===== config.mk =====
export PLATFORM = sky130hd
export DESIGN_NAME = uart_baud_gen
export DESIGN_NICKNAME = d
export VERILOG_FILES = /design/src/rtl/baud_gen_pkg.sv /design/src/rtl/bg_prescaler.sv /design/src/rtl/bg_sample_div.sv /design/src/rtl/bg_bit_div.sv /design/src/rtl/uart_baud_gen.sv
export SDC_FILE = /design/constraint.sdc
export NUM_CORES = 1
export LEC_CHECK = 0
export BUFFER_PORTS_ARGS = -buffer_cell sky130_fd_sc_hd__buf_2
export CORE_UTILIZATION = 25
export DETAILED_ROUTE_END_ITERATION = 6
export GPL_TIMING_DRIVEN = 0
export PLACE_DENSITY = 0.4
export SYNTH_ARGS = -nofsm -noshare
export SYNTH_HDL_FRONTEND = slang
export SYNTH_SLANG_ARGS = --single-unit

===== constraint.sdc =====
create_clock -name clk -period 3.8 [get_ports clk]
set_input_delay 0.76 -clock clk [delete_from_list [all_inputs] [get_ports clk]]
set_output_delay 0.76 -clock clk [all_outputs]
set_load 0.02 [all_outputs]

===== src/rtl/baud_gen_pkg.sv =====
package baud_gen_pkg;
  // Prescaler selection encoding as seen on the prescale_div8 port.
  typedef enum logic {
    PRE_BYPASS = 1'b0,
    PRE_DIVIDE = 1'b1
  } pre_mode_e;

  localparam int CD_W_DEF    = 16;
  localparam int BDIV_W_DEF  = 8;
  localparam int PRE_DIV_DEF = 8;
  localparam int BDIV_MIN_DEF = 4;
endpackage


===== src/rtl/bg_prescaler.sv =====
module bg_prescaler #(
  parameter int PRE_DIV = 8
) (
  input  logic clk,
  input  logic rst,
  input  logic clr,
  input  logic div_on,
  output logic step_en
);
  localparam int PW = (PRE_DIV > 1) ? $clog2(PRE_DIV) : 1;

  generate
    if (PRE_DIV > 1) begin : g_div
      logic [PW-1:0] cnt;
      logic          wrap;

      assign wrap = (cnt == PW'(PRE_DIV - 1));

      always_ff @(posedge clk) begin
        if (rst || clr || !div_on) begin
          cnt <= '0;
        end else if (wrap) begin
          cnt <= '0;
        end else begin
          cnt <= cnt + 1'b1;
        end
      end

      assign step_en = !div_on || wrap;
    end else begin : g_bypass
      assign step_en = 1'b1;
    end
  endgenerate
endmodule


===== src/rtl/bg_sample_div.sv =====
module bg_sample_div #(
  parameter int CD_W = 16
) (
  input  logic            clk,
  input  logic            rst,
  input  logic            clr,
  input  logic            step_en,
  input  logic [CD_W-1:0] cd,
  output logic            active,
  output logic            fire
);
  logic [CD_W-1:0] cnt;
  logic [CD_W-1:0] last;

  assign active = (cd >= CD_W'(2));
  assign last   = cd - 1'b1;
  assign fire   = active && step_en && (cnt == last);

  always_ff @(posedge clk) begin
    if (rst || clr || !active) begin
      cnt <= '0;
    end else if (step_en) begin
      if (fire) cnt <= '0;
      else      cnt <= cnt + 1'b1;
    end
  end
endmodule


===== src/rtl/bg_bit_div.sv =====
module bg_bit_div #(
  parameter int BDIV_W   = 8,
  parameter int BDIV_MIN = 4
) (
  input  logic              clk,
  input  logic              rst,
  input  logic              clr,
  input  logic              step,
  input  logic [BDIV_W-1:0] bdiv,
  output logic              fire
);
  logic [BDIV_W-1:0] cnt;
  logic [BDIV_W-1:0] beff;

  assign beff = (bdiv < BDIV_W'(BDIV_MIN)) ? BDIV_W'(BDIV_MIN) : bdiv;
  assign fire = step && (cnt == beff);

  always_ff @(posedge clk) begin
    if (rst || clr) begin
      cnt <= '0;
    end else if (step) begin
      if (fire) cnt <= '0;
      else      cnt <= cnt + 1'b1;
    end
  end
endmodule


===== src/rtl/uart_baud_gen.sv =====
module uart_baud_gen
  import baud_gen_pkg::*;
#(
  parameter int CD_W     = CD_W_DEF,
  parameter int BDIV_W   = BDIV_W_DEF,
  parameter int PRE_DIV  = PRE_DIV_DEF,
  parameter int BDIV_MIN = BDIV_MIN_DEF
) (
  input  logic              clk,
  input  logic              rst,
  input  logic              prescale_div8,
  input  logic [CD_W-1:0]   cd_in,
  input  logic [BDIV_W-1:0] bdiv_in,
  input  logic              load,
  output logic              sample_tick,
  output logic              baud_tick
);
  pre_mode_e         mode_q;
  logic [CD_W-1:0]   cd_q;
  logic [BDIV_W-1:0] bdiv_q;
  logic              pre_en;
  logic              smp_active;
  logic              smp_fire;
  logic              bit_fire;

  // Configuration capture; only a load changes it.
  always_ff @(posedge clk) begin
    if (rst) begin
      mode_q <= PRE_BYPASS;
      cd_q   <= '0;
      bdiv_q <= '0;
    end else if (load) begin
      mode_q <= pre_mode_e'(prescale_div8);
      cd_q   <= cd_in;
      bdiv_q <= bdiv_in;
    end
  end

  bg_prescaler #(.PRE_DIV(PRE_DIV)) u_pre (
    .clk     (clk),
    .rst     (rst),
    .clr     (load),
    .div_on  (mode_q == PRE_DIVIDE),
    .step_en (pre_en)
  );

  bg_sample_div #(.CD_W(CD_W)) u_smp (
    .clk     (clk),
    .rst     (rst),
    .clr     (load),
    .step_en (pre_en),
    .cd      (cd_q),
    .active  (smp_active),
    .fire    (smp_fire)
  );

  bg_bit_div #(.BDIV_W(BDIV_W), .BDIV_MIN(BDIV_MIN)) u_bit (
    .clk   (clk),
    .rst   (rst),
    .clr   (load),
    .step  (smp_fire),
    .bdiv  (bdiv_q),
    .fire  (bit_fire)
  );

  // Registered pulse outputs.
  always_ff @(posedge clk) begin
    if (rst || load) begin
      sample_tick <= 1'b0;
      baud_tick   <= 1'b0;
    end else begin
      sample_tick <= smp_fire;
      baud_tick   <= bit_fire && smp_active;
    end
  end
endmodule


### After elaboration in Yosys (flattened, before gate mapping)

Cells that the tools add are included.

| cells by class | value |
|---|---|
| add/sub/neg operators | 4 |
| $lt $le $gt $ge | 2 |
| equality and inequality tests | 3 |
| mux-type cells | 3 |
| reduce and logical (&&, ||, !) cells | 11 |

Operator list:

| operator | number |
|---|---|
| 16-bit by 1-bit adder with 16-bit output (second input constant) | 1 |
| 16-bit equality test | 1 |
| 16-bit by 2-bit greater-or-equal comparator with 1-bit output (second input constant) | 1 |
| 16-bit two-way mux | 1 |
| 8-bit two-way mux | 2 |
| 16-bit by 1-bit subtractor with 16-bit output (second input constant) | 1 |
| 8-bit by 1-bit adder with 8-bit output (second input constant) | 1 |
| 8-bit equality test | 1 |
| 8-bit by 3-bit less-than comparator with 1-bit output (second input constant) | 1 |
| 1-bit logical AND | 4 |
| 1-bit logical OR | 4 |
| 3-bit by 1-bit adder with 3-bit output (second input constant) | 1 |
| 3-bit equality test (second input constant) | 1 |
| 1-bit logical NOT | 2 |
| 2-bit OR reduction | 1 |

| word-level totals | value |
|---|---|
| register bits after elaboration | 54 |
| bits of input ports | 28 |
| output and inout port bits | 2 |
| word-level logic and storage cells | 31 |

### Logic depth before layout (Yosys ltp)

Gate-level depths: netlist (run 1).

| logic depth | value |
|---|---|
| word-level depth | 6 |
| mapped depth | 10 |

### By module

From an unflattened synthesis (run 1), not the netlist that was laid out.

| second synthesis, totals | value |
|---|---|
| cell total of the unflattened synthesis | 347 |
| area, all modules | 3049.2 sq um |

Modules (own cells, without submodules):

| module | times used | cells an instance | area each (sq um) |
|---|---|---|---|
| bg_sample_div | 1 | 193 | 1458.9 |
| uart_baud_gen | 1 | 86 | 967.2 |
| bg_bit_div | 1 | 58 | 496.7 |
| bg_prescaler | 1 | 10 | 126.4 |

### Worst setup path before layout (run 1)

Ideal clock, no wire load.

| timing | value |
|---|---|
| path type | flip-flop to flip-flop |
| start point | reg cd_q[0] |
| end point | reg u_bit.cnt[7] |
| arrival | 2831 ps |
| data required time | 3727 ps |
| setup slack | 896 ps |
| stages on the path, launching flop included | 10 |
| buffers on the path | 1 |
| clock period less this slack | 2904 ps |
| cell sequence | dfxtp_1 > inv_1 > ha_1 > or3b_4 > or4_4 > a2111oi_4 > nand4_4 > or4b_1 > buf_2 > o22ai_2 |

| on the way | value |
|---|---|
| word-level cells in the longest chain between the ends | 5 |
| elaborated cells on any way between the ends | 7 |

Ends and longest elaborated chain:

| item | line | RTL |
|---|---|---|
| from (decl) | uart_baud_gen.sv:19 | `logic [CD_W-1:0] cd_q;` |
| from (signal assigned) | uart_baud_gen.sv:34 | `cd_q <= cd_in;` |
| 16-bit by 1-bit subtractor with 16-bit output / 16-bit by 2-bit greater-or-equal comparator with 1-bit output (equally long branches) | bg_sample_div.sv:16, bg_sample_div.sv:15 |  |
| 16-bit equality test / 1-bit logical AND (equally long branches) | bg_sample_div.sv:17 | `assign fire = active && step_en && (cnt == last);` |
| 1-bit logical AND * | bg_sample_div.sv:17 |  |
| 1-bit logical AND | bg_bit_div.sv:16 | `assign fire = step && (cnt == beff);` |
| 8-bit two-way mux | bg_bit_div.sv:22 | `if (fire) cnt <= '0;` |
| to (signal assigned) | bg_bit_div.sv:23 | `else cnt <= cnt + 1'b1;` |
| to (decl) | bg_bit_div.sv:12 | `logic [BDIV_W-1:0] cnt;` |

Every way passes the cells marked *; elsewhere a longest branch is shown, timed or not.
A chain may end at the register's enable or synchronous reset.

### Worst setup path in the final report (run 1)

Same ends and word-level chain as after synthesis.

==> results of run 1 <==
## where the power goes
group	switching [mW]	internal, mW
Combinational	0.111	0.0827
Clock	0.230	0.249
Sequential	0.0216	0.583
Total	0.362	0.914
## cell families (layout without fill, tap and decap cells)
kind of cell | after synthesis | after routing | synth area share (%)
AND/OR/NAND/NOR | 152 | 152 | 27.62
flip-flops | 54 | 54 | 36.21
XOR/XNOR | 44 | 44 | 12.91
AO/OA/AOI/OAI | 32 | 32 | 8.466
multiplexers | 27 | 27 | 9.095
buffers and inverters | 22 | 59 | 3.185
adder cells (fa/ha/maj) | 6 | 6 | 2.515
## cell usage in the layout (no fill, tap or decap), types with 2 or more instances in the layout
master	instances
nand2_1	24
buf_1	2
mux2i_1	26
or4_1	4
nor2b_1	2
dfxtp_1	54
nor3_1	22
nand2b_1	2
a211oi_1	3
xnor2_1	31
buf_2	33
and2_1	2
nand4_1	6
o22ai_2	2
inv_1	6
nor2_1	38
o22ai_1	7
nand3_1	10
clkbuf_16	5
o211ai_1	2
or3_1	2
and3_1	10
clkbuf_1	9
nor4_1	13
xor2_1	13
nand3b_1	4
ha_1	6
nor4b_1	2
a21oi_1	6
## cells in the mapped netlist (2+ instances only)
library cell / number
ha_1: 6
nand2b_1: 2
nor4_1: 13
nor4b_1: 2
nor2b_1: 2
xnor2_1: 31
nor2_1: 38
a211oi_1: 3
or4_1: 4
nand3_1: 10
o22ai_1: 7
or3_1: 2
nand3b_1: 4
and3_1: 10
buf_2: 4
o211ai_1: 2
xor2_1: 13
buf_1: 2
nor3_1: 22
nand2_1: 24
nand4_1: 6
clkbuf_1: 9
dfxtp_1: 54
mux2i_1: 26
o22ai_2: 2
inv_1: 6
a21oi_1: 6
and2_1: 2
## layout make-up
class	instances	area (um^2)	area share, %
well taps	143	178.9	5.172
multi-input cells	261	1809	52.30
plain buffers	16	72.57	2.098
inverters	6	22.52	0.6510
repair buffers	29	145.1	4.195
flip-flops and latches	54	1081	31.25
clock buffers	5	125.1	3.617
clock inverters	3	25.02	0.7233
## how the worst max path moves through the flow
| stage | endpoint | startpoint | cells past startpoint |
|---|---|---|---|
| after floorplan | u_bit.cnt[7] | cd_q[0] | 9 |
| after global placement | u_bit.cnt[7] | cd_q[0] | 9 |
| after detailed placement | u_bit.cnt[7] | cd_q[0] | 9 |
| after CTS | baud_tick | cd_q[0] | 9 |
| after global routing | baud_tick | cd_q[7] | 7 |
| final | u_bit.cnt[7] | cd_q[0] | 9 |
## stage by stage
step                instance area [um^2]  hold WS, ps
floorplan                           2985        407.2
global placement                    3309        422.1
detailed placement                  3309        430.2
CTS                                 3460        441.9
global route                        3460        457.6
finish                              3460        436.1
## layer usage
layer | wire [um] | part of all wire (%) | up-vias
li1 | - | - | 1296
met1 | 3696 | 48 | 1181
met2 | 3663 | 48 | 34
met3 | 192 | 2.5 | 7
met4 | 95 | 1.2 | 0
met5 | 0 | 0 | -
## sequential cells by signal, summed over array words and instances, names as in the netlist
signal,cells
cd_q,16
u_smp.cnt,16
bdiv_q,8
u_bit.cnt,8
u_pre.g_div.cnt,3
baud_tick,1
mode_q,1
sample_tick,1
## worst max-delay path, stage by stage, from the launching register on
cell,delay [ps]
dfxtp_1,370
inv_1,100
ha_1,220
or3b_4,430
or4_4,520
a2111oi_4,420
nand4_4,220
or4b_1,490
buf_2,190
o22ai_2,160
==> results.toml, run 1 <==
[floorplanning]
coreArea_mm2 = 0.01152
start_util_pct = 25.92
die_w_um = 111.3
die_area_mm2 = 0.01238
die_h_um = 111.3
pin_count = 30
rows = 39

[sta]
worst_pin_slew_ps = 1006
fin_ws_ps = 612.3
timing.setup.tns_ps = 0
timing.fmax_ghz = 0.3137
slew_violations = 0
relSlewSlack_pct = 32.35
fin_crit_sh_pct = 83.89
rsz0062_at_grt = "false"
min_period_ps = 3188
hold_violations = 0
final-setup-viol-count = 0
skew_ps = 8.723

[routing]
vias = 2518
wl_um = 7647
wl_per_cell_um = 14.79
via_per_inst = 4.870
drc = 2
drt_iter0_markers = 105
final_antenna_net_count = 0
first_pass_iters = 6

[critical_path]
start_kind = "flop"
cp_max_fo = 8
crit_type = "reg -> reg"
regToRegSetupSlack_ps = 610
endpoint_kind = "flop"
arrival_ps = 3420
r2r_cells = 9
worstReg2RegEnd = "u_bit.cnt[7]"
r2r_start = "cd_q[0]"
critPathRequiredTime_ps = 4030

[grt]
grt_max_degree = 19
use_met2_pct = 22.13
grt_usage_pct = 13.13
grt_use_met3_pct = 2.570
grt.busiest_layer = "met2"
antenna_found_initial = 0
globalRouteMet1Util_pct = 16.91
grt_overflow = 0
grt_first_pass_wirelength_um = 12770
grt_pass1_vias = 2462

[final_layout]
n_antenna_cell = 0
area_delta_synth_final_pct = 15.88
drive_above_1_share_pct = 14.44
n_fill_cell = 1257
fin_nets = 407
final_core_util_pct = 30.04
finalNonFillerCells = 517

[min_path]
whs_path_depth = 1
hp-class = "reg -> reg"
min-delay-start = "u_pre.g_div.cnt[0]"
hold_path_end = "u_pre.g_div.cnt[0]"

[cts]
clkSlewWorstSetupHoldPaths_ps = 80
root_buffer = "clkbuf_16"
cts-htree-levels = 2
cts_tree = "built"
cts_buffers = 5
clockBufferDepth = 2
ctsHoldBuffers = 0
worst_skew_pair.late_latency_ps = 300
cts_setup_buffers = 0
cts_sinks = 54
cts.repair.resized = 0

[power_and_ir_drop]
p_leak_nw = 1.275
vdd_drop_max_mv = 0.1517
p_per_area_mw_per_mm2 = 368.9
power_mw = 1.276

[job]
cap_viol_max_count = 0

[yosys]
yosysTopAreaCellShare_pct = 36.21
ys_async_sr_fraction_pct = 0
dominantRegCellSynth = "dfxtp_1"
syn_nets = 371
ys_seq_elements = 54
netlist-cell-type-count = 53
netlist.top_cell.by_area = "dfxtp_1"
yosys-top-cells-area = "dfxtp_1 (36%), xnor2_1 (9.1%), mux2i_1 (8.7%)"
yosys_warnings = 0
ys_seq_area_share_pct = 36.21
synth_edf_count = 0
syn-cell-area_mm2 = 0.002985
post_synth.cell_area_avg_um2 = 8.859
syn-instance-count = 337

[place]
dpl_worst_slack_ps = 618.7
gp_congestion = 0.7413
place_inst = 509
port_buffers = 29
dp_hpwl_um = 5862

[outcome]
violations = "DRC"
status = "complete, but fails checks"
(Power assumes the default switching activity.)
==> run 2: changes to the inputs <==
==> constraint.sdc (replaced) <==
create_clock -name clk -period 3.2 [get_ports clk]
set_input_delay 0.64 -clock clk [delete_from_list [all_inputs] [get_ports clk]]
set_output_delay 0.64 -clock clk [all_outputs]
set_load 0.02 [all_outputs]
==> run 2 against run 1 <==
The run still ends with DRC left. Utilization increased by 0.28 points. Highest routed layer unchanged. Via count increased by 0.28%. Critical path depth unchanged. Final area increased by 0.94%.
==> results.toml, run 2 (synthesis gave the netlist of run 1 again) <==
[critical_path]
regToRegSetupSlack_ps = 180
cpLargestDelayFamily = "simple AND/OR/NAND/NOR gates"
r2r_cells = 9
endpoint_kind = "flop"
worstPathCellList = "inv_1, ha_2, or3b_4, or4_4, a2111oi_4, nand4_4, or4b_1, buf_2, o22ai_2"
path_buf_inv = 2
crit_end = "u_bit.cnt[7]"
worstReg2RegEnd = "u_bit.cnt[7]"
start_kind = "flop"
worst_setup_path_startpoint = "cd_q[0]"
crit_type = "reg -> reg"
critPathSlowestCell = "or4_4"
arrival_ps = 3260
cp_max_fo = 7
r2r_start = "cd_q[0]"
crit_cells = 9
critPathRequiredTime_ps = 3430
cpPeakStageDelay_ps = 510

[routing]
vias = 2525
wl_per_cell_um = 14.86
drt_iter0_markers = 86
first_pass_iters = 6
final_antenna_net_count = 0
wl_um = 7714
via_per_inst = 4.865
drc = 2

[cts]
cts_buffers = 5
ctsHoldBuffers = 0
worst_skew_pair.late_latency_ps = 300
clockBufferDepth = 2
cts-htree-levels = 2
clkSlewWorstSetupHoldPaths_ps = 80
root_buffer = "clkbuf_16"
cts_tree = "built"
cts_sinks = 54

[grt]
grt_pass1_vias = 2462
grt.busiest_layer = "met2"
grt_max_degree = 19
grt_usage_pct = 13.13
globalRouteMet1Util_pct = 16.91
antenna_found_initial = 0
grt_first_pass_wirelength_um = 12770
use_met2_pct = 22.13
grt_use_met3_pct = 2.570
grt_overflow = 0

[sta]
min_period_ps = 3024
relSlewSlack_pct = 46.38
slew_violations = 0
timing.setup.tns_ps = 0
rsz0062_at_grt = "false"
skew_ps = 8.246
fin_ws_ps = 176.2
final-setup-viol-count = 0
hold_violations = 0
timing.fmax_ghz = 0.3307
worst_pin_slew_ps = 797.6
fin_crit_sh_pct = 94.49

[floorplanning]
die_h_um = 111.3
die_w_um = 111.3
die_area_mm2 = 0.01238
pin_count = 30
coreArea_mm2 = 0.01152
start_util_pct = 25.92
rows = 39

[power_and_ir_drop]
vdd_drop_max_mv = 0.1798
p_per_area_mw_per_mm2 = 434.5
p_leak_nw = 1.284
power_mw = 1.517

[place]
gp_congestion = 0.7413
dpl_worst_slack_ps = 18.71
dp_hpwl_um = 5862
port_buffers = 29

[final_layout]
area_delta_synth_final_pct = 16.97
fin_nets = 409
drive_above_1_share_pct = 15.69
layout_commonest_cell = "dfxtp_1"
reg_top3 = "cd_q (16), u_smp.cnt (16)"
n_fill_cell = 1255
n_antenna_cell = 0
layout_common_cells = "dfxtp_1 (54), nor2_1 (38), buf_2 (32)"
final_core_util_pct = 30.32

[outcome]
violations = "DRC"
status = "complete, but fails checks"

[min_path]
hp-class = "reg -> reg"

[job]
cap_viol_max_count = 0
==> run 2: report_power, final <==
part           internal [mW]  switching, mW
sequential             0.692         0.0263
clock                  0.295          0.271
combinational         0.0995          0.134
==> run 2: worst min path at each step <==
stage                                  start  slack, ps                  to  cells past startpoint
after floorplan           u_pre.g_div.cnt[0]        410  u_pre.g_div.cnt[0]                      1
after global routing      u_pre.g_div.cnt[0]        460  u_pre.g_div.cnt[0]                      1
after global placement    u_pre.g_div.cnt[0]        420  u_pre.g_div.cnt[0]                      1
after detailed placement  u_pre.g_div.cnt[0]        430  u_pre.g_div.cnt[0]                      1
final                     u_pre.g_div.cnt[0]        440  u_pre.g_div.cnt[0]                      1
after CTS                 u_pre.g_div.cnt[0]        440  u_pre.g_div.cnt[0]                      1
==> run 2: repair_timing <==
item	CTS	global route
pin swaps	0	2
resized for setup	1	3
endpoints found under the setup margin	1	26
buffers inserted	0	2
hold endpoints to repair	0	0
==> run 2: per-layer routing <==
| layer | share of wire (%) | up-vias |
|---|---|---|
| met1 | 48 | 1191 |
| met2 | 48 | 34 |
| met3 | 2.9 | 7 |
| met5 | 0 | - |
| li1 | - | 1293 |
| met4 | 1.2 | 0 |
==> run 2: final cells by class <==
cell class	instances	area (um^2)	area share, %
Buffer	16	75.07	2.150
Multi-Input combinational cell	261	1824	52.24
Timing Repair Buffer	31	160.2	4.586
Clock inverter	3	25.02	0.7166
Inverter	6	22.52	0.6449
Tap cell	143	178.9	5.124
Sequential cell	54	1081	30.96
Clock buffer	5	125.1	3.583
==> run 2: metrics by stage <==
| step | cell area (um^2) | hold slack, ps | std cells |
|---|---|---|---|
| 3_5_place_dp | 3309 | 430.2 | 509 |
| 3_3_place_gp | 3309 | 422.1 | 509 |
| 2_1_floorplan | 2985 | 407.2 | 337 |
| 4_1_cts | 3462 | 441.9 | 517 |
| 6_report | 3492 | 436.5 | 519 |
| 5_1_grt | 3492 | 457.6 | 519 |
==> run 3: changes to the inputs <==
--- a/config.mk
+++ b/config.mk
@@ -6,10 +6,13 @@
 export NUM_CORES = 1
 export LEC_CHECK = 0
 export BUFFER_PORTS_ARGS = -buffer_cell sky130_fd_sc_hd__buf_2
+export CELL_PAD_IN_SITES_DETAIL_PLACEMENT = 0
+export CELL_PAD_IN_SITES_GLOBAL_PLACEMENT = 2
 export CORE_UTILIZATION = 25
 export DETAILED_ROUTE_END_ITERATION = 6
 export GPL_TIMING_DRIVEN = 0
-export PLACE_DENSITY = 0.4
+export PLACE_DENSITY = 0.58
+export RECOVER_POWER = 50
 export SYNTH_ARGS = -nofsm -noshare
 export SYNTH_HDL_FRONTEND = slang
 export SYNTH_SLANG_ARGS = --single-unit
==> run 3 against run 2 <==
Clock skew decreased by 3.4 ps. Setup slack got worse by 57 ps. Sequential power about the same. Via count is 2.9% lower. Total power is 4.2% higher. Final area is 0.25% higher. Largest power group unchanged. Critical path type unchanged. Routed wire length is 1.5% higher. Sequential share of layout area fell by 0.077 points. Worst hold slack better by 14 ps. The run still ends with DRC left. Critical path depth unchanged.
==> results.toml, run 3 (synthesis gave the netlist of run 1 again) <==
[outcome]
status = "complete, but fails checks"
violations = "DRC"

[critical_path]
worstReg2RegEnd = "u_bit.cnt[0]"
cpPeakStageDelay_ps = 510
regToRegSetupSlack_ps = 120
crit_type = "reg -> reg"
start_kind = "flop"
critPathSlowestCell = "or4_4"
arrival_ps = 3310
endpoint_kind = "flop"
path_buf_inv = 2
critPathRequiredTime_ps = 3430
cpLargestDelayFamily = "simple AND/OR/NAND/NOR gates"
worstPathCellList = "inv_1, ha_2, or3b_4, or4_4, a2111oi_4, nand4_4, or4b_1, buf_2, o22ai_2"
cp_max_fo = 7
r2r_cells = 9
r2r_start = "cd_q[0]"

[place]
gp_congestion = 0.7142
dp_hpwl_um = 6072
port_buffers = 29
dpl_cell_area_mm2 = 0.003309
place_inst = 509

[floorplanning]
rows = 39
start_util_pct = 25.92
die_h_um = 111.3
die_w_um = 111.3
pin_count = 30
coreArea_mm2 = 0.01152
die_area_mm2 = 0.01238

[final_layout]
drive_above_1_share_pct = 14.93
n_fill_cell = 1267
fin_nets = 408
layout_commonest_cell = "dfxtp_1"
reg_top3 = "cd_q (16), u_smp.cnt (16)"
multiInputGateArea_mm2 = 0.001824
post-route-cell-area_mm2 = 0.003501
finalNonFillerCells = 518
area_delta_synth_final_pct = 17.27
seqCellArea_mm2 = 0.001081
n_antenna_cell = 0
layout_common_cells = "dfxtp_1 (54), nor2_1 (38), xnor2_1 (31)"

[power_and_ir_drop]
vdd_drop_max_mv = 0.2020
power_mw = 1.582
p_per_area_mw_per_mm2 = 451.8
p_leak_nw = 1.285

[sta]
final-setup-viol-count = 0
timing.fmax_ghz = 0.3246
min_period_ps = 3081
hold_ws_ps = 450.2
worst_pin_slew_ps = 800.1
slew_violations = 0
hold_violations = 0
fin_crit_sh_pct = 96.28
skew_ps = 4.890
rsz0062_at_grt = "false"
relSlewSlack_pct = 46.22

[routing]
first_pass_iters = 7
vias = 2452
drt_iter0_markers = 75
final_antenna_net_count = 0
drc = 3
wl_um = 7831
via_per_inst = 4.734
wl_per_cell_um = 15.12

[min_path]
whs_path_depth = 1
hold_path_end = "u_pre.g_div.cnt[0]"
hp-class = "reg -> reg"
min-delay-start = "u_pre.g_div.cnt[0]"

[cts]
ctsHoldBuffers = 0
root_buffer = "clkbuf_16"
clkSlewWorstSetupHoldPaths_ps = 70
cts_buffers = 5
cts_sinks = 54
cts-htree-levels = 2
clockBufferDepth = 2
worst_skew_pair.late_latency_ps = 300
cts_tree = "built"

[grt]
grt_first_pass_wirelength_um = 13320
grt_max_degree = 18
grt_overflow = 0
grt_usage_pct = 13.73
grt_pass1_vias = 2461
antenna_found_initial = 0

[job]
cap_viol_max_count = 0
## run 3: cell count changes in the layout (fill, tap and decap cells not counted)
cell,delta
clkbuf_1,+4
bufinv_16,+1
clkinvlp_4,-1
buf_2,-2
buf_1,-2
buf_4,-1
clkinv_4,-1
clkinv_2,+1
## run 3: timing repair
action                     4_1_cts  5_1_grt
resized for setup                1        3
pin swaps                        1        2
setup endpoints to repair        3       26
cloned                           0        0
buffers inserted                 0        1
## run 3: worst reg2reg max path, delay by kind of cell (launching register included)
| kind | cells | cell delay, ps |
|---|---|---|
| AO/OA/AOI/OAI | 2 | 540 |
| adder cells (fa/ha/maj) | 1 | 210 |
| buffers and inverters | 2 | 300 |
| flip-flops | 1 | 370 |
| AND/OR/NAND/NOR | 4 | 1590 |
## run 3: final cells by class
cell class / instances / area share, %
plain buffers: 16 / 2.144
well taps: 143 / 5.111
clock buffers: 5 / 3.574
clock inverters: 3 / 1.251
repair buffers: 30 / 4.289
multi-input cells: 261 / 52.11
inverters: 6 / 0.6433
flip-flops and latches: 54 / 30.88
## run 3: metrics by stage
step,util (%),setup slack (ps),setup TNS (ps)
floorplan,-,295.7,0
global placement,28.74,-96.46,-139.2
detailed placement,28.74,-22.18,-22.18
CTS,30.23,0.6040,0
global route,30.40,7.266,0
finish,30.40,119.1,0
## run 3: how the worst max path moves through the flow
| stage | start | to | slack [ps] | depth (start not counted) |
|---|---|---|---|---|
| 3_3_place_gp | cd_q[0] | baud_tick | -100 | 9 |
| 6_report | cd_q[0] | u_bit.cnt[0] | 120 | 9 |
| 3_5_place_dp | cd_q[0] | baud_tick | -20 | 9 |
| 2_1_floorplan | cd_q[0] | u_bit.cnt[7] | 300 | 9 |
| 5_1_grt | cd_q[0] | u_bit.cnt[0] | 7 | 9 |
| 4_1_cts | cd_q[0] | u_bit.cnt[0] | 0.6 | 9 |
## run 3: layer usage
metal	vias up	global-route usage, %	wire [um]	part of all wire [%]
met1	1134	17.61	3793	48
met2	25	23.38	3748	48
li1	1288	-	-	-
met4	0	4.054	98	1.3
met5	-	0	0	0
met3	5	2.406	191	2.4
## run 3: report_power, final
part	internal, mW	switching, mW
Combinational	0.0993	0.136
Clock	0.371	0.257
Sequential	0.692	0.0266
